### src/rtl/pinport_pkg.sv
package pinport_pkg;
  localparam logic [11:0] OFS_DIR    = 12'h400;
  localparam logic [11:0] OFS_SENSE  = 12'h404;
  localparam logic [11:0] OFS_BOTH   = 12'h408;
  localparam logic [11:0] OFS_EVT    = 12'h40C;
  localparam logic [11:0] OFS_IMASK  = 12'h410;
  localparam logic [11:0] OFS_RAW    = 12'h414;
  localparam logic [11:0] OFS_MIS    = 12'h418;
  localparam logic [11:0] OFS_ICLR   = 12'h41C;
  localparam logic [11:0] OFS_ALT    = 12'h420;
  localparam logic [11:0] OFS_PAD0   = 12'h500;
  localparam logic [11:0] OFS_LOCK   = 12'h520;
  localparam logic [11:0] OFS_COMMIT = 12'h524;
  localparam logic [9:0]  ID_WBASE   = 10'h3F4;
  localparam int unsigned PAD_REGS   = 8;
  localparam int unsigned ID_BYTES   = 12;
  localparam logic [31:0] UNLOCK_KEY = 32'h0ACC_E551;

  function automatic logic [7:0] id_byte(input logic [3:0] idx);
    logic [7:0] b;
    case (idx)
      4'd4:    b = 8'h61;
      4'd6:    b = 8'h18;
      4'd7:    b = 8'h01;
      4'd8:    b = 8'h0D;
      4'd9:    b = 8'hF0;
      4'd10:   b = 8'h05;
      4'd11:   b = 8'hB1;
      default: b = 8'h00;
    endcase
    return b;
  endfunction
endpackage

### src/rtl/pinport_cfg.sv
module pinport_cfg
  import pinport_pkg::*;
#(
  parameter int unsigned NPINS = 8,
  parameter int unsigned DW    = 32
) (
  input  logic                               clk,
  input  logic                               rst_n,
  input  logic                               wr_en,
  input  logic [11:0]                        waddr,
  input  logic [DW-1:0]                      wdata,
  output logic [NPINS-1:0]                   dir_o,
  output logic [NPINS-1:0]                   sense_o,
  output logic [NPINS-1:0]                   both_o,
  output logic [NPINS-1:0]                   evt_o,
  output logic [NPINS-1:0]                   imask_o,
  output logic [NPINS-1:0]                   alt_o,
  output logic [PAD_REGS-1:0][NPINS-1:0]     pad_o,
  output logic                               locked_o,
  output logic [NPINS-1:0]                   commit_o
);
  logic [NPINS-1:0] wbyte;
  logic [NPINS-1:0] dir_q, dir_d, sense_q, sense_d, both_q, both_d;
  logic [NPINS-1:0] evt_q, evt_d, imask_q, imask_d, alt_q, alt_d;
  logic [NPINS-1:0] commit_q, commit_d;
  logic             locked_q, locked_d;
  logic             hit_lock, hit_commit, hit_alt;

  assign wbyte      = wdata[NPINS-1:0];
  assign hit_lock   = wr_en && (waddr == OFS_LOCK);
  assign hit_commit = wr_en && (waddr == OFS_COMMIT);
  assign hit_alt    = wr_en && (waddr == OFS_ALT);

  always_comb begin
    dir_d    = dir_q;
    sense_d  = sense_q;
    both_d   = both_q;
    evt_d    = evt_q;
    imask_d  = imask_q;
    alt_d    = alt_q;
    commit_d = commit_q;
    locked_d = locked_q;
    if (wr_en) begin
      case (waddr)
        OFS_DIR:   dir_d   = wbyte;
        OFS_SENSE: sense_d = wbyte;
        OFS_BOTH:  both_d  = wbyte;
        OFS_EVT:   evt_d   = wbyte;
        OFS_IMASK: imask_d = wbyte;
        default: ;
      endcase
    end
    if (hit_alt)
      alt_d = (alt_q & ~commit_q) | (wbyte & commit_q);
    if (hit_lock)
      locked_d = (wdata != DW'(UNLOCK_KEY));
    if (hit_commit && !locked_q)
      commit_d = wbyte;
  end

  always_ff @(posedge clk or negedge rst_n) begin
    if (!rst_n) begin
      dir_q    <= '0;
      sense_q  <= '0;
      both_q   <= '0;
      evt_q    <= '0;
      imask_q  <= '0;
      alt_q    <= '0;
      commit_q <= '1;
      locked_q <= 1'b1;
    end else begin
      dir_q    <= dir_d;
      sense_q  <= sense_d;
      both_q   <= both_d;
      evt_q    <= evt_d;
      imask_q  <= imask_d;
      alt_q    <= alt_d;
      commit_q <= commit_d;
      locked_q <= locked_d;
    end
  end

  for (genvar k = 0; k < PAD_REGS; k++) begin : g_pad
    logic             hit;
    logic [NPINS-1:0] q, d;
    assign hit = wr_en && (waddr == OFS_PAD0 + 12'(4 * k));
    always_comb d = hit ? wbyte : q;
    always_ff @(posedge clk or negedge rst_n) begin
      if (!rst_n) q <= '0;
      else        q <= d;
    end
    assign pad_o[k] = q;
  end

  assign dir_o    = dir_q;
  assign sense_o  = sense_q;
  assign both_o   = both_q;
  assign evt_o    = evt_q;
  assign imask_o  = imask_q;
  assign alt_o    = alt_q;
  assign commit_o = commit_q;
  assign locked_o = locked_q;


  commit_locked_chk: assert property (@(posedge clk) disable iff (!rst_n)
    locked_q |=> $stable(commit_q));

  unlock_key_chk: assert property (@(posedge clk) disable iff (!rst_n)
    (hit_lock && wdata == DW'(UNLOCK_KEY)) |=> !locked_q);

  relock_chk: assert property (@(posedge clk) disable iff (!rst_n)
    (hit_lock && wdata != DW'(UNLOCK_KEY)) |=> locked_q);

  alt_guard_chk: assert property (@(posedge clk) disable iff (!rst_n)
    1'b1 |=> (((alt_q ^ $past(alt_q)) & ~$past(commit_q)) == '0));
endmodule

### src/rtl/pinport_data.sv
module pinport_data #(
  parameter int unsigned NPINS = 8
) (
  input  logic             clk,
  input  logic             rst_n,
  input  logic             wr_en,
  input  logic [NPINS-1:0] mask_i,
  input  logic [NPINS-1:0] wdata_i,
  input  logic [NPINS-1:0] dir_i,
  input  logic [NPINS-1:0] pin_in,
  output logic [NPINS-1:0] data_o,
  output logic [NPINS-1:0] pin_out
);
  logic [NPINS-1:0] data_q, data_d, sampled, wmask;

  assign wmask = mask_i & dir_i;

  always_comb begin
    sampled = (data_q & dir_i) | (pin_in & ~dir_i);
    data_d  = wr_en ? ((sampled & ~wmask) | (wdata_i & wmask)) : sampled;
  end

  always_ff @(posedge clk or negedge rst_n) begin
    if (!rst_n) data_q <= '0;
    else        data_q <= data_d;
  end

  assign data_o  = data_q;
  assign pin_out = data_q & dir_i;


  out_hold_chk: assert property (@(posedge clk) disable iff (!rst_n)
    !wr_en |=> ((data_q & $past(dir_i)) == ($past(data_q) & $past(dir_i))));

  in_follow_chk: assert property (@(posedge clk) disable iff (!rst_n)
    1'b1 |=> ((data_q & ~$past(dir_i)) == ($past(pin_in) & ~$past(dir_i))));
endmodule

### src/rtl/pinport_irq.sv
module pinport_irq #(
  parameter int unsigned NPINS = 8
) (
  input  logic             clk,
  input  logic             rst_n,
  input  logic [NPINS-1:0] data_i,
  input  logic [NPINS-1:0] sense_i,
  input  logic [NPINS-1:0] both_i,
  input  logic [NPINS-1:0] evt_i,
  input  logic [NPINS-1:0] imask_i,
  input  logic             clr_en_i,
  input  logic [NPINS-1:0] clr_val_i,
  output logic [NPINS-1:0] raw_o,
  output logic [NPINS-1:0] masked_o,
  output logic             irq_o
);
  logic [NPINS-1:0] prev_q, raw_q, raw_d, hit, clr;

  for (genvar i = 0; i < NPINS; i++) begin : g_det
    logic rise, fall;
    assign rise = data_i[i] & ~prev_q[i];
    assign fall = ~data_i[i] & prev_q[i];
    always_comb begin
      if (sense_i[i])     hit[i] = (data_i[i] == evt_i[i]);
      else if (both_i[i]) hit[i] = rise | fall;
      else if (evt_i[i])  hit[i] = rise;
      else                hit[i] = fall;
    end
  end

  assign clr = clr_en_i ? clr_val_i : '0;

  always_comb raw_d = (raw_q & ~clr) | hit;

  always_ff @(posedge clk or negedge rst_n) begin
    if (!rst_n) begin
      prev_q <= '0;
      raw_q  <= '0;
    end else begin
      prev_q <= data_i;
      raw_q  <= raw_d;
    end
  end

  assign raw_o    = raw_q;
  assign masked_o = raw_q & imask_i;
  assign irq_o    = |masked_o;


  no_edge_chk: assert property (@(posedge clk) disable iff (!rst_n)
    (sense_i == '0 && data_i == prev_q) |=> ((raw_q & ~$past(raw_q)) == '0));

  clear_chk: assert property (@(posedge clk) disable iff (!rst_n)
    (clr_en_i && sense_i == '0 && data_i == prev_q) |=> ((raw_q & $past(clr_val_i)) == '0));

  mask_off_chk: assert property (@(posedge clk) disable iff (!rst_n)
    (imask_i == '0) |-> !irq_o);
endmodule

### src/rtl/pinport_ctrl.sv
module pinport_ctrl
  import pinport_pkg::*;
#(
  parameter int unsigned NPINS = 8,
  parameter int unsigned DW    = 32
) (
  input  logic             clk,
  input  logic             rst_n,
  input  logic             psel,
  input  logic             penable,
  input  logic             pwrite,
  input  logic [11:0]      paddr,
  input  logic [DW-1:0]    pwdata,
  output logic [DW-1:0]    prdata,
  input  logic [NPINS-1:0] pin_in,
  output logic [NPINS-1:0] pin_out,
  output logic             irq
);
  localparam int unsigned MSB = NPINS + 1;

  logic                           wr_en, data_wr, clr_en;
  logic [NPINS-1:0]               amask;
  logic [NPINS-1:0]               dir, sense, both, evt, imask, alt, commit;
  logic [NPINS-1:0]               data, raw, masked;
  logic [PAD_REGS-1:0][NPINS-1:0] pad;
  logic                           locked;
  logic [9:0]                     widx;

  assign wr_en   = psel && penable && pwrite;
  assign data_wr = wr_en && (paddr < OFS_DIR);
  assign clr_en  = wr_en && (paddr == OFS_ICLR);
  assign amask   = paddr[MSB:2];
  assign widx    = paddr[11:2] - ID_WBASE;

  pinport_cfg #(.NPINS(NPINS), .DW(DW)) u_cfg (
    .clk(clk), .rst_n(rst_n), .wr_en(wr_en), .waddr(paddr), .wdata(pwdata),
    .dir_o(dir), .sense_o(sense), .both_o(both), .evt_o(evt), .imask_o(imask),
    .alt_o(alt), .pad_o(pad), .locked_o(locked), .commit_o(commit)
  );

  pinport_data #(.NPINS(NPINS)) u_data (
    .clk(clk), .rst_n(rst_n), .wr_en(data_wr), .mask_i(amask),
    .wdata_i(pwdata[NPINS-1:0]), .dir_i(dir), .pin_in(pin_in),
    .data_o(data), .pin_out(pin_out)
  );

  pinport_irq #(.NPINS(NPINS)) u_irq (
    .clk(clk), .rst_n(rst_n), .data_i(data), .sense_i(sense), .both_i(both),
    .evt_i(evt), .imask_i(imask), .clr_en_i(clr_en),
    .clr_val_i(pwdata[NPINS-1:0]), .raw_o(raw), .masked_o(masked), .irq_o(irq)
  );

  always_comb begin
    prdata = '0;
    if (paddr < OFS_DIR) begin
      prdata[NPINS-1:0] = data & amask;
    end else if (paddr[1:0] == 2'b00 && paddr[11:5] == OFS_PAD0[11:5]) begin
      prdata[NPINS-1:0] = pad[paddr[4:2]];
    end else if (paddr[1:0] == 2'b00 && widx < 10'(ID_BYTES) && paddr[11:2] >= ID_WBASE) begin
      prdata[7:0] = id_byte(widx[3:0]);
    end else begin
      case (paddr)
        OFS_DIR:    prdata[NPINS-1:0] = dir;
        OFS_SENSE:  prdata[NPINS-1:0] = sense;
        OFS_BOTH:   prdata[NPINS-1:0] = both;
        OFS_EVT:    prdata[NPINS-1:0] = evt;
        OFS_IMASK:  prdata[NPINS-1:0] = imask;
        OFS_RAW:    prdata[NPINS-1:0] = raw;
        OFS_MIS:    prdata[NPINS-1:0] = masked;
        OFS_ALT:    prdata[NPINS-1:0] = alt;
        OFS_LOCK:   prdata[0]         = locked;
        OFS_COMMIT: prdata[NPINS-1:0] = commit;
        default: ;
      endcase
    end
  end


  irq_src_chk: assert property (@(posedge clk) disable iff (!rst_n)
    irq |-> (raw != '0));

  pin_out_chk: assert property (@(posedge clk) disable iff (!rst_n)
    (pin_out & ~dir) == '0);
endmodule

### config.mk
export PLATFORM = sky130hd
export DESIGN_NAME = pinport_ctrl
export DESIGN_NICKNAME = d
export VERILOG_FILES = /design/src/rtl/pinport_pkg.sv /design/src/rtl/pinport_cfg.sv /design/src/rtl/pinport_data.sv /design/src/rtl/pinport_irq.sv /design/src/rtl/pinport_ctrl.sv
export SDC_FILE = /design/constraint.sdc
export NUM_CORES = 1
export LEC_CHECK = 0
export ABC_AREA = 1
export BUFFER_PORTS_ARGS = -buffer_cell sky130_fd_sc_hd__buf_2
export CORE_MARGIN = 1.5
export CORE_UTILIZATION = 60
export DETAILED_ROUTE_END_ITERATION = 10
export HOLD_SLACK_MARGIN = 0.1
export PLACE_DENSITY = 0.92
export SLEW_MARGIN = 0
export SYNTH_ARGS = -nofsm -noshare
export SYNTH_HDL_FRONTEND = slang
export SYNTH_HIERARCHICAL = 1
export SYNTH_SLANG_ARGS = --single-unit
### constraint.sdc
create_clock -name clk -period 4.3 [get_ports clk]
set_input_delay 0.86 -clock clk [delete_from_list [all_inputs] [get_ports clk]]
set_output_delay 0.86 -clock clk [all_outputs]
set_load 0.02 [all_outputs]
=== Yosys cells after proc, flatten, opt, wreduce, memory -nomap -nowiden ===
Index checks and enable logic that the tools add are counted.

* Equal/unequal tests: 36
* Order comparisons: 4
* Bitwise gates (word level): 58
* Add/sub/neg operators: 1
* Reduce and logical (&&, ||, !) cells: 27
* Multiplexer cells: 34

{| class="wikitable"
|+ Operator list
! operator !! count
|-
| $eq A12 B11 Y1 const B || 19
|-
| $and A8 B8 Y8 || 10
|-
| $pmux W7 S9 || 1
|-
| $pmux W8 S7 || 1
|-
| $mux W8 || 6
|-
| $ne A32 B28 Y1 const B || 1
|-
| $not A8 Y8 || 4
|-
| $or A8 B8 Y8 || 4
|-
| $bmux W8 S3 || 1
|-
| $mux W1 || 24
|-
| $logic_and A1 B1 Y1 || 19
|-
| $and A1 B1 Y1 || 16
|-
| $eq A4 B4 Y1 const B || 4
|-
| $not A1 Y1 || 16
|-
| $eq A4 B3 Y1 const B || 3
|-
| $lt A12 B11 Y1 const B || 1
|-
| $ge A10 B10 Y1 const B || 1
|-
| $lt A10 B4 Y1 const B || 1
|-
| $pmux W1 S10 || 1
|-
| $reduce_and A2 Y1 || 5
|-
| $sub A10 B10 Y10 const B || 1
|-
| $eq A1 B1 Y1 || 8
|-
| $or A1 B1 Y1 || 8
|-
| $reduce_or A8 Y1 || 1
|-
| 4 further kinds || 4
|}

* Bits of input ports: 57
* Register bits after elaboration: 145
* Logic and storage cells: 179
* Output and inout port bits: 41

=== Longest topological paths before layout ===
Gate-level depths: netlist (run 1).

* Depth in word-level cells: 7
* Depth in mapped cells: 12
* Gate-level depth less buffers: 11

=== By module ===
Netlist (run 1), hierarchy kept.

{| class="wikitable"
|+ Modules (own cells, without submodules)
! module !! times used !! area each (µm²) !! seq. area each (µm²) !! cells each
|-
| pinport_cfg || 1 || 5037.3 || 3039.2 || 556
|-
| pinport_ctrl || 1 || 1964.4 || 0.0 || 402
|-
| pinport_irq || 1 || 1189.9 || 400.4 || 175
|-
| pinport_data || 1 || 541.8 || 200.2 || 82
|}

=== Worst setup path after synthesis (run 1) ===
No wires, ideal clock.

* Kind: input port to output port
* From: input port paddr[5]
* To: output port prdata[5]
* Arrival: 2099 ps
* Path slack: 1341 ps
* Stages on the path: 11
* Path through: clkbuf_2 > inv_1 > nor2_1 > nand2_1 > nor2_2 > nand3_1 > nand2_1 > nor2_1 > nand3b_1 > nor2_1 > nor2_1

* Word-level cells in the longest chain between the ends: 7

{| class="wikitable"
|+ Ends and longest elaborated chain
! what !! RTL line !! text
|-
| start, declared || pinport_ctrl.sv:12 || <nowiki>input logic [11:0] paddr,</nowiki>
|-
| $sub A10 B10 Y10 || pinport_ctrl.sv:33 || <nowiki>assign widx = paddr[11:2] - ID_WBASE;</nowiki>
|-
| $lt A10 B4 Y1 || pinport_ctrl.sv:59 || <nowiki>end else if (paddr[1:0] == 2'b00 && widx < 10'(ID_BYTES) && paddr[11:2] >= ID_WBASE) begin</nowiki>
|-
| $logic_and A1 B1 Y1 (2 in series) || pinport_ctrl.sv:59 ||
|-
| $mux W8 || pinport_ctrl.sv:59 ||
|-
| $mux W8 || pinport_ctrl.sv:57 || <nowiki>end else if (paddr[1:0] == 2'b00 && paddr[11:5] == OFS_PAD0[11:5]) begin</nowiki>
|-
| $mux W8 * || pinport_ctrl.sv:55 || <nowiki>if (paddr < OFS_DIR) begin</nowiki>
|-
| end, declared || pinport_ctrl.sv:14 || <nowiki>output logic [DW-1:0] prdata,</nowiki>
|}

Mark *: on every way between the ends. The rest lies on a longest branch, timed or not.

=== Worst setup path after layout (run 1) ===
* From: input port paddr[2]
* To: output port prdata[6]

The elaborated chain is that of the path after synthesis.

==> results.tsv, run 1 <==
stage	metric	value	unit
logic_synthesis	Yosys reg bits	145	
worst_hold_path	Worst Hold Class	reg2reg	
setup_path	required time of the critical path	3.44	ns
route	Vias per Instance	5.82	
route	router iterations before antenna repair	9	
layout	share of layout cells above drive strength 1	13.2	%
sta	Worst-Margin Slew	0.963	ns
power	power density cells	323	nW/µm²
run_status	status	finished, final reports clean	
floorplanning	Die W	124	µm
logic_synthesis	Top FF cell, synth	dfrtp_1	
setup_path	Crit. End Element	primary output	
floorplanning	Rows	43	
cts	cts bufs inserted	17	
cts	CTS HTree Levels	4	
place	DP HPWL	18200	µm
grt	largest net degree at the start of global routing	104	
place	placer congestion estimate	1.03	
route	Post-Route WL	26300	µm
route	routed len/inst	18.0	µm
layout	fin area	9630	µm²
setup_path	cell chain of the critical path	buf_2 -> inv_2 -> nor2_4 -> nand2_2 -> nor2_2 -> nand3_1 -> nand2_1 -> nor2_1 -> nand3b_1 -> nor2_1 -> nor2_1 -> buf_2	
route	Antenna Nets Post-Route	0	
grt	initial antenna violation count	0	
setup_path	Worst setup SP type	input port	
logic_synthesis	top post-synthesis cells by area	dfrtp_1 39%, nand2_1 18%, nand3_1 8.8%	
grt	Total Routing Usage GR	36.2	%
setup_path	CP peak stage delay	0.38	ns
setup_path	critical path type	in2out	
setup_path	crit path max fanout	13	
logic_synthesis	post-synth top area cell	dfrtp_1	
sta	Max Fclk	277	MHz
logic_synthesis	Synth Area per Inst	7.19	µm²
place	Placed Cells	1435	
floorplanning	die height	124	µm
cts	worst skew pair latency	0.43	ns
cts	CTS tree	built	
layout	Layout Cells excl Fill	1465	
cts	clk sinks	145	
logic_synthesis	Unique masters post-synth	38	
route	initial drt markers	1103	
logic_synthesis	Syn. warnings	6	
power	leakage power	5.04	nW
cts	CTS Hold Buffers Added	0	
logic_synthesis	async set-or-reset flop fraction in the synthesized netlist	100	%
logic_synthesis	Synth top area share	39.0	%
layout	nets	1347	
layout	Layout area overhead	10.3	%
logic_synthesis	number of enable flip-flop cells after synthesis	0	
grt	vias in the first global route	8068	
sta	setup TNS	0	ns
route	DR vias	8526	
flow_run	max-cap violations	0	
floorplanning	full die area	15300	µm²
sta	Final period util	83.9	%
setup_path	CP arrival	2.75	ns
grt	first-pass GRT wire length	41200	µm
sta	Final Setup Violations	0	
place	port bufs	73	
layout	diode count	0	
sta	Fin. Hold Viols	0	
floorplanning	Initial Util	62.2	%
sta	clock skew	0.0104	ns
route	DRC viols	0	
sta	Rel. slew slack	35.8	%
cts	CTS resizes	0	
logic_synthesis	synthesized cell area	8730	µm²
setup_path	CP Buf/Inv Count	3	
cts	CTS Buffer Depth	2	
sta	Max Slew Vio Count	0	
cts	Clock Pin Slew Worst Setup and Hold Paths	0.06	ns
power	peak supply drop	0.288	mV
floorplanning	Core Region	14000	µm²
grt	grt total ovfl	0	
layout	final core occ	68.6	%
floorplanning	# IOs	98	
sta	RSZ-0062 raised after global routing	false	
setup_path	reg2reg setup slack	2.96	ns
place	Post-DP Area	9040	µm²
setup_path	CP delay by family, top	simple AND/OR/NAND/NOR gates	
setup_path	Most common cell on crit path	nor2_1	
cts	Clock Tree Root	clkbuf_16	
sta	fin crit period	3.61	ns
logic_synthesis	Cells after Synth	1215	
setup_path	Slowest-stage cell, CP	nor2_2	
logic_synthesis	sequential-to-total area share from yosys stat	41.7	%
cts	Post-CTS Setup Repair Bufs	0	
cell usage after synthesis, types with 3 or more instances:
cell / n
nand2_1: 413
nand3_1: 153
inv_1: 137
dfrtp_1: 136
o21ai_0: 83
nor2_1: 75
nand4_1: 35
buf_4: 32
a21oi_1: 19
ha_1: 16
clkbuf_1: 13
nor2_2: 11
buf_2: 10
buf_6: 9
dfstp_2: 9
nand2_2: 9
a22oi_1: 8
nor2_4: 7
inv_2: 6
nand3b_1: 6
nand2_4: 4
nand3_2: 3
worst register-to-register path: cells and delay by family, from the launching register on:
kind | cells | cell delay, ns
AOI/OAI and AO/OA | 1 | 0.13
adders and majority gates | 1 | 0.31
buffers and inverters | 1 | 0.12
DFF | 1 | 0.59
and+or+nand+nor | 2 | 0.13
where the power goes:
group          total, mW  internal [mW]  leakage, nW  switching, mW
combinational      0.254         0.0602         2.89          0.194
sequential          1.39           1.37         1.87         0.0131
clock               1.47          0.907        0.283          0.563
total               3.11           2.34         5.04          0.770
final cells by class:
class / instances / area [µm²]
fill: 1112 / 4410
multi-input combinational: 882 / 4180
sequential: 145 / 3640
inverter: 145 / 544
clock buffer: 21 / 480
timing repair buffer: 83 / 459
tap: 180 / 225
clock inverter: 9 / 106
logic make-up (layout without fill, tap and decap cells):
logic type / Yosys count / after routing / synth area share, %
buf+inv: 211 / 258 / 11.6
other cells: 1 / 24 / 0.0429
simple gates: 728 / 728 / 37.6
fa+ha+maj: 16 / 16 / 2.29
compound gates: 114 / 114 / 6.85
flops: 145 / 145 / 41.7
registers in the layout (all words and copies together), names as in the netlist, named ones only:
name / flops
u_cfg/both_o: 8
u_cfg/commit_o: 8
u_cfg/dir_o: 8
u_cfg/evt_o: 8
u_cfg/g_pad.q: 64
u_cfg/imask_o: 8
u_cfg/locked_o: 1
u_cfg/sense_o: 8
u_data/data_o: 8
u_irq/prev_q: 8
u_irq/raw_o: 8
through the flow:
stage	setup WS [ns]	total power, mW	hold slack, ns
floorplan	1.34	1.55	0.437
global placement	0.776	1.65	0.456
detailed placement	0.797	1.66	0.458
CTS	0.791	3.12	0.474
global route	0.534	3.21	0.504
finish	0.692	3.11	0.473
cell usage in the layout (no fill, tap or decap), types with 4 or more instances in the layout:
cell type    n
a21oi_1     19
a22oi_1      8
buf_2       72
buf_4        9
clkbuf_16   17
clkbuf_8     4
conb_1      24
dfrtp_1    136
dfstp_2      9
ha_1        16
inv_1      137
inv_2        6
nand2_1    413
nand2_2      9
nand2_4      4
nand3_1    153
nand3b_1     6
nand4_1     35
nor2_1      75
nor2_2      10
nor2_4       8
o21ai_0     83
per-layer routing:
| layer | up-vias | wire (µm) | global-route usage, % |
|---|---|---|---|
| li1 | 3937 | - | - |
| met1 | 3909 | 9500 | 43.4 |
| met2 | 537 | 12200 | 57.7 |
| met3 | 143 | 2970 | 9.48 |
| met4 | 0 | 1690 | 23.4 |
| met5 | - | 0 | 0 |
worst paths after layout:
| kind | start | end | depth (start not counted) |
|---|---|---|---|
| worst max-delay path | paddr[2] | prdata[6] | 12 |
| worst min-delay path | u_cfg/g_pad[7].q[7]$_DFFE_PN0P_ | u_cfg/g_pad[7].q[7]$_DFFE_PN0P_ | 2 |
| worst max register to register | u_data/data_o[7]$_DFF_PN0_ | u_irq/raw_o[7]$_DFF_PN0_ | 5 |
| worst min register to register | u_cfg/g_pad[7].q[7]$_DFFE_PN0P_ | u_cfg/g_pad[7].q[7]$_DFFE_PN0P_ | 2 |
| max in group asynchronous | rst_n | u_cfg/g_pad[3].q[0]$_DFFE_PN0P_ | 2 |
| min in group asynchronous | rst_n | u_data/data_o[5]$_DFF_PN0_ | 1 |
No activity file was read; power rests on OpenSTA's default activity.
==> inputs of run 2 (changes only) <==
--- a/config.mk
+++ b/config.mk
@@ -8,10 +8,10 @@
 export ABC_AREA = 1
 export BUFFER_PORTS_ARGS = -buffer_cell sky130_fd_sc_hd__buf_2
 export CORE_MARGIN = 1.5
-export CORE_UTILIZATION = 60
+export CORE_UTILIZATION = 54
 export DETAILED_ROUTE_END_ITERATION = 10
 export HOLD_SLACK_MARGIN = 0.1
-export PLACE_DENSITY = 0.92
+export PLACE_DENSITY = 0.88
 export SLEW_MARGIN = 0
 export SYNTH_ARGS = -nofsm -noshare
 export SYNTH_HDL_FRONTEND = slang
==> constraint.sdc (replaced) <==
create_clock -name clk -period 3.1 [get_ports clk]
set_input_delay 0.62 -clock clk [delete_from_list [all_inputs] [get_ports clk]]
set_output_delay 0.62 -clock clk [all_outputs]
set_load 0.02 [all_outputs]
==> results.tsv, run 2 (synthesis results as in run 1) <==
stage	metric	value	unit	change
cts	CTS tree	built		unchanged
setup_path	crit path max fanout	8		was 13
place	DP HPWL	18500	µm	was 18200 µm
floorplanning	Initial Util	55.2	%	was 62.2%
power	peak supply drop	0.468	mV	was 0.288 mV
grt	grt total ovfl	0		unchanged
sta	Final period util	96.0	%	
power	power density cells	432	nW/µm²	was 323 nW/µm²
run_status	failing checks	design-rule violations		
place	placer congestion estimate	1.08		was 1.03
sta	Worst Hold Slack	0.162	ns	was 0.473 ns
cts	CTS Hold Buffers Added	0		unchanged
cts	Clock Pin Slew Worst Setup and Hold Paths	0.06	ns	about the same
sta	Max Slew Vio Count	0		unchanged
sta	Max Fclk	336	MHz	
worst_hold_path	Worst Hold Class	in2async		was reg2reg
setup_path	critical path type	in2out		unchanged
route	initial drt markers	955		was 1103
layout	share of layout cells above drive strength 1	14.4	%	was 13.2%
place	port bufs	73		unchanged
setup_path	CP arrival	2.36	ns	was 2.75 ns
cts	worst skew pair latency	0.43	ns	about the same
sta	RSZ-0062 raised after global routing	false		unchanged
sta	clock skew	0.0126	ns	was 0.0104 ns
route	Post-Route WL	26100	µm	was 26300 µm
route	DR vias	8585		was 8526
sta	Rel. slew slack	50.7	%	was 35.8%
grt	first-pass GRT wire length	41100	µm	was 41200 µm
sta	setup TNS	0	ns	unchanged
sta	Worst-Margin Slew	0.733	ns	was 0.963 ns
route	router iterations before antenna repair	11		was 9
sta	Final Setup Violations	0		unchanged
floorplanning	Core Region	15800	µm²	was 14000 µm²
layout	nets	1363		was 1347
layout	diode count	0		unchanged
grt	Total Routing Usage GR	32.5	%	was 36.2%
route	Antenna Nets Post-Route	0		unchanged
layout	Layout area overhead	12.1	%	was 10.3%
setup_path	Crit. End Element	primary output		unchanged
route	DRC viols	1		was 0
flow_run	max-cap violations	0		unchanged
layout	commonest non-fill, non-tap cell in the layout	nand2_1		unchanged
layout	most flop-heavy register	u_cfg/g_pad.q		unchanged
floorplanning	full die area	16900	µm²	was 15300 µm²
route	Vias per Instance	5.65		was 5.82
floorplanning	Rows	46		was 43
run_status	status	finished with violations		was finished, final reports clean
cts	clk sinks	145		unchanged
setup_path	Worst setup SP type	input port		unchanged
layout	max FFs per register	64		unchanged
grt	largest net degree at the start of global routing	68		was 104
floorplanning	Die W	130	µm	was 124 µm
sta	fin crit period	2.98	ns	
layout	most frequent cells in the layout	413 x nand2_1, 153 x nand3_1, 137 x inv_1, 136 x dfrtp_1, 83 x o21ai_0		unchanged
floorplanning	die height	130	µm	was 124 µm
route	routed len/inst	17.2	µm	was 18.0 µm
cts	CTS HTree Levels	4		unchanged
floorplanning	# IOs	98		unchanged
grt	initial antenna violation count	1		was 0
setup_path	required time of the critical path	2.48	ns	was 3.44 ns
sta	Fin. Hold Viols	0		unchanged
cts	Clock Tree Root	clkbuf_16		unchanged
grt	vias in the first global route	8067		was 8068
cts	cts bufs inserted	17		unchanged
power	leakage power	5.12	nW	was 5.04 nW
cts	CTS Buffer Depth	2		unchanged
==> run 2: per-stage QoR <==
step / cell area [µm²] / setup slack (ns) / power (mW) / util (%) / std cells
4_1_cts: 9790 / 0.206 / 4.25 / 61.8 / 1519
6_report: 9790 / 0.124 / 4.23 / 61.9 / 1519
3_3_place_gp: 9220 / 0.236 / 2.30 / 58.3 / 1487
5_1_grt: 9790 / 0.0206 / 4.38 / 61.9 / 1519
3_5_place_dp: 9220 / 0.207 / 2.31 / 58.3 / 1487
2_1_floorplan: 8820 / 0.621 / 2.15 / - / 1238
==> run 2: final timing paths <==
path,from,endpoint,slack (ns),depth (start not counted)
max in group asynchronous,rst_n,u_cfg/locked_o$_DFFE_PN1P_,2.14,2
hold / removal,rst_n,u_cfg/evt_o[4]$_DFFE_PN0P_,0.16,1
setup / recovery,paddr[7],prdata[3],0.12,11
hold reg to reg,u_cfg/g_pad[4].q[0]$_DFFE_PN0P_,u_cfg/g_pad[4].q[0]$_DFFE_PN0P_,0.47,2
min in group clk,u_cfg/g_pad[4].q[0]$_DFFE_PN0P_,u_cfg/g_pad[4].q[0]$_DFFE_PN0P_,0.47,2
setup reg to reg,u_data/data_o[4]$_DFF_PN0_,u_irq/raw_o[4]$_DFF_PN0_,1.78,5
==> run 2: per-layer routing <==
metal / GRT usage [%] / vias to the layer above / share of wire, %
li1: - / 3983 / -
met1: 37.9 / 3952 / 37
met2: 52.2 / 529 / 47
met3: 9.18 / 119 / 11
met4: 21.9 / 2 / 6.2
met5: 0 / - / 0.050
==> run 2: where the power goes <==
group / total, mW / internal [mW] / switching [mW]
sequential: 1.92 / 1.91 / 0.0177
combinational: 0.363 / 0.0920 / 0.271
clock: 1.94 / 1.14 / 0.802
==> run 2: layout make-up <==
type | instances | area, µm²
flip-flops and latches | 145 | 3640
well taps | 216 | 270
inverters | 145 | 544
multi-input cells | 882 | 4180
fillers | 1401 | 6030
clock buffers | 19 | 453
repair buffers | 99 | 594
clock inverters | 13 | 111
==> run 2: critical path, cell delays in order <==
cell	delay [ns]
buf_2	0.16
nor2_2	0.20
nand2_1	0.21
nor2_2	0.41
nand3_1	0.13
nand2_1	0.13
nor2_1	0.05
nand4_1	0.08
nand2_1	0.06
nand2_1	0.11
buf_2	0.18
==> run 2: timing repair <==
item | in CTS | in global routing
setup endpoints to repair | 0 | 5
endpoints found under the hold margin | 0 | 0
resized for setup | 0 | 2
buffers inserted | 0 | 0
==> inputs of run 3 (changes only) <==
--- a/config.mk
+++ b/config.mk
@@ -7,6 +7,7 @@
 export LEC_CHECK = 0
 export ABC_AREA = 1
 export BUFFER_PORTS_ARGS = -buffer_cell sky130_fd_sc_hd__buf_2
+export CORE_ASPECT_RATIO = 0.7
 export CORE_MARGIN = 1.5
 export CORE_UTILIZATION = 54
 export DETAILED_ROUTE_END_ITERATION = 10
==> results.tsv, run 3 (synthesis results as in run 1) <==
stage	metric	value	unit	change
run_status	status	finished, final reports clean		was finished with violations
layout	FILL cells	1384		was 1401
layout	commonest non-fill, non-tap cell in the layout	nand2_1		unchanged
layout	Layout Cells excl Fill	1503		was 1519
layout	share of layout cells above drive strength 1	14.4	%	about the same
setup_path	critical path type	in2out		unchanged
setup_path	CP peak stage delay	0.25	ns	was 0.41 ns
sta	Max Fclk	338	MHz	was 336 MHz
route	routed len/inst	17.9	µm	was 17.2 µm
route	Vias per Instance	5.75		was 5.65
setup_path	Worst setup SP type	input port		unchanged
sta	Fin. Hold Viols	0		unchanged
place	placer congestion estimate	0.968		was 1.08
setup_path	CP Buf/Inv Count	4		was 2
power	leakage power	5.14	nW	was 5.12 nW
route	Post-Route WL	26900	µm	was 26100 µm
cts	Post-CTS Setup Repair Bufs	0		unchanged
grt	grt total ovfl	0		unchanged
route	initial drt markers	1201		was 955
sta	Final period util	95.5	%	was 96.0%
cts	CTS resizes	0		unchanged
floorplanning	Initial Util	55.8	%	was 55.2%
route	DR vias	8648		was 8585
setup_path	required time of the critical path	2.48	ns	about the same
setup_path	crit path max fanout	12		was 8
place	port bufs	73		unchanged
setup_path	FF-to-FF Start	u_data/data_o[1]$_DFF_PN0_		was u_data/data_o[4]$_DFF_PN0_
flow_run	max-cap violations	0		unchanged
worst_hold_path	Worst Hold Class	in2async		unchanged
power	power density cells	443	nW/µm²	was 432 nW/µm²
cts	CTS tree	built		unchanged
route	DRC viols	0		was 1
setup_path	CP delay by family, top	simple AND/OR/NAND/NOR gates		unchanged
layout	Layout area overhead	12.4	%	was 12.1%
route	Antenna Nets Post-Route	0		unchanged
sta	Max Slew Vio Count	0		unchanged
setup_path	cell chain of the critical path	buf_2 -> inv_2 -> nor2_4 -> buf_4 -> a22oi_1 -> nand2_1 -> nor2_2 -> o21ai_0 -> nor2_1 -> nor2_1 -> buf_2		was buf_2 -> nor2_2 -> nand2_1 -> nor2_2 -> nand3_1 -> nand2_1 -> nor2_1 -> nand4_1 -> nand2_1 -> nand2_1 -> buf_2
cts	clk sinks	145		unchanged
sta	Final Setup Violations	0		unchanged
sta	setup TNS	0	ns	unchanged
layout	most frequent cells in the layout	413 x nand2_1, 153 x nand3_1, 137 x inv_1, 136 x dfrtp_1, 83 x o21ai_0		unchanged
sta	Worst-Margin Slew	0.618	ns	was 0.733 ns
layout	max FFs per register	64		unchanged
place	Placed Cells	1470		was 1487
grt	vias in the first global route	7684		was 8067
layout	nets	1362		was 1363
setup_path	CP Launch Point	paddr[2]		was paddr[7]
grt	first-pass GRT wire length	42200	µm	was 41100 µm
setup_path	Slowest-stage cell, CP	nor2_2		unchanged
setup_path	Crit. End Element	primary output		unchanged
floorplanning	# IOs	98		unchanged
cts	cts bufs inserted	17		unchanged
floorplanning	Die W	155	µm	was 130 µm
cts	Clock Pin Slew Worst Setup and Hold Paths	0.07	ns	was 0.06 ns
route	router iterations before antenna repair	6		was 11
grt	Total Routing Usage GR	32.9	%	was 32.5%
floorplanning	Rows	38		was 46
cts	CTS HTree Levels	4		unchanged
sta	fin crit period	2.96	ns	was 2.98 ns
setup_path	CP endpoint	prdata[7]		was prdata[3]
sta	Rel. slew slack	58.7	%	was 50.7%
power	peak supply drop	0.301	mV	was 0.468 mV
floorplanning	die height	109	µm	was 130 µm
sta	clock skew	0.00783	ns	was 0.0126 ns
cts	Clock Tree Root	clkbuf_16		unchanged
grt	initial antenna violation count	2		was 1
setup_path	reg2reg setup slack	1.83	ns	was 1.78 ns
cts	CTS Hold Buffers Added	0		unchanged
cts	CTS Buffer Depth	2		unchanged
grt	largest net degree at the start of global routing	58		was 68
floorplanning	Core Region	15600	µm²	was 15800 µm²
layout	most flop-heavy register	u_cfg/g_pad.q		unchanged
setup_path	Reg2Reg Depth	5		unchanged
place	DP HPWL	19300	µm	was 18500 µm
sta	RSZ-0062 raised after global routing	false		unchanged
setup_path	CP arrival	2.34	ns	was 2.36 ns
setup_path	Reg-to-Reg End	u_irq/raw_o[1]$_DFF_PN0_		was u_irq/raw_o[4]$_DFF_PN0_
setup_path	critical path depth	11		unchanged
cts	worst skew pair latency	0.42	ns	was 0.43 ns
floorplanning	full die area	17000	µm²	was 16900 µm²
-- run 3: report_power, final --
| part | internal, mW | leakage [nW] | total, mW | switching, mW |
|---|---|---|---|---|
| clock network | 1.15 | 0.292 | 2.06 | 0.914 |
| logic | 0.0943 | 2.97 | 0.368 | 0.273 |
| registers | 1.90 | 1.87 | 1.92 | 0.0158 |
| total | 3.14 | 5.14 | 4.35 | 1.20 |
-- run 3: worst min path at each step --
stage / start / depth (start not counted) / slack, ns / endpoint
after detailed placement: u_cfg/g_pad[7].q[0]$_DFFE_PN0P_ / 2 / 0.46 / u_cfg/g_pad[7].q[0]$_DFFE_PN0P_
after CTS: rst_n / 1 / 0.17 / u_cfg/g_pad[4].q[4]$_DFFE_PN0P_
after global routing: rst_n / 1 / 0.20 / u_cfg/g_pad[4].q[0]$_DFFE_PN0P_
final: rst_n / 1 / 0.16 / u_cfg/g_pad[4].q[0]$_DFFE_PN0P_
after global placement: u_cfg/g_pad[4].q[1]$_DFFE_PN0P_ / 2 / 0.46 / u_cfg/g_pad[4].q[1]$_DFFE_PN0P_
after floorplan: rst_n / 0 / 0.32 / async pin
-- run 3: routing by layer --
layer  global-route usage [%]  wire length (µm)
met2                     47.9             11100
met3                     9.93              3700
met1                     46.9             11300
met5                        0                13
met4                     10.3               733
-- run 3: worst reg2reg max path, delay by kind of cell (launching register included) --
family                     cells  cell delay, ns
buffers and inverters          1            0.10
DFF                            1            0.52
and+or+nand+nor                2            0.13
AOI/OAI and AO/OA              1            0.15
adders and majority gates      1            0.31
-- run 3: metrics by stage --
step | area [µm²] | hold slack (ns) | utilization [%] | power [mW] | setup slack [ns]
CTS | 9800 | 0.175 | 62.6 | 4.35 | 0.143
global placement | 9210 | 0.456 | 58.9 | 2.30 | 0.0802
finish | 9810 | 0.160 | 62.7 | 4.35 | 0.140
floorplan | 8820 | 0.324 | - | 2.15 | 0.621
detailed placement | 9210 | 0.459 | 58.9 | 2.31 | 0.172
global route | 9810 | 0.203 | 62.7 | 4.47 | 0.0267
-- run 3: layout make-up --
| cell class | count | area [µm²] | share of cell area (%) |
|---|---|---|---|
| multi-input combinational | 882 | 4190 | 42.7 |
| clock inverter | 15 | 164 | 1.67 |
| antenna | 1 | 2.50 | 0.0255 |
| inverter | 145 | 547 | 5.57 |
| sequential | 145 | 3640 | 37.1 |
| timing repair buffer | 98 | 597 | 6.08 |
| tap | 200 | 250 | 2.55 |
| clock buffer | 17 | 425 | 4.34 |
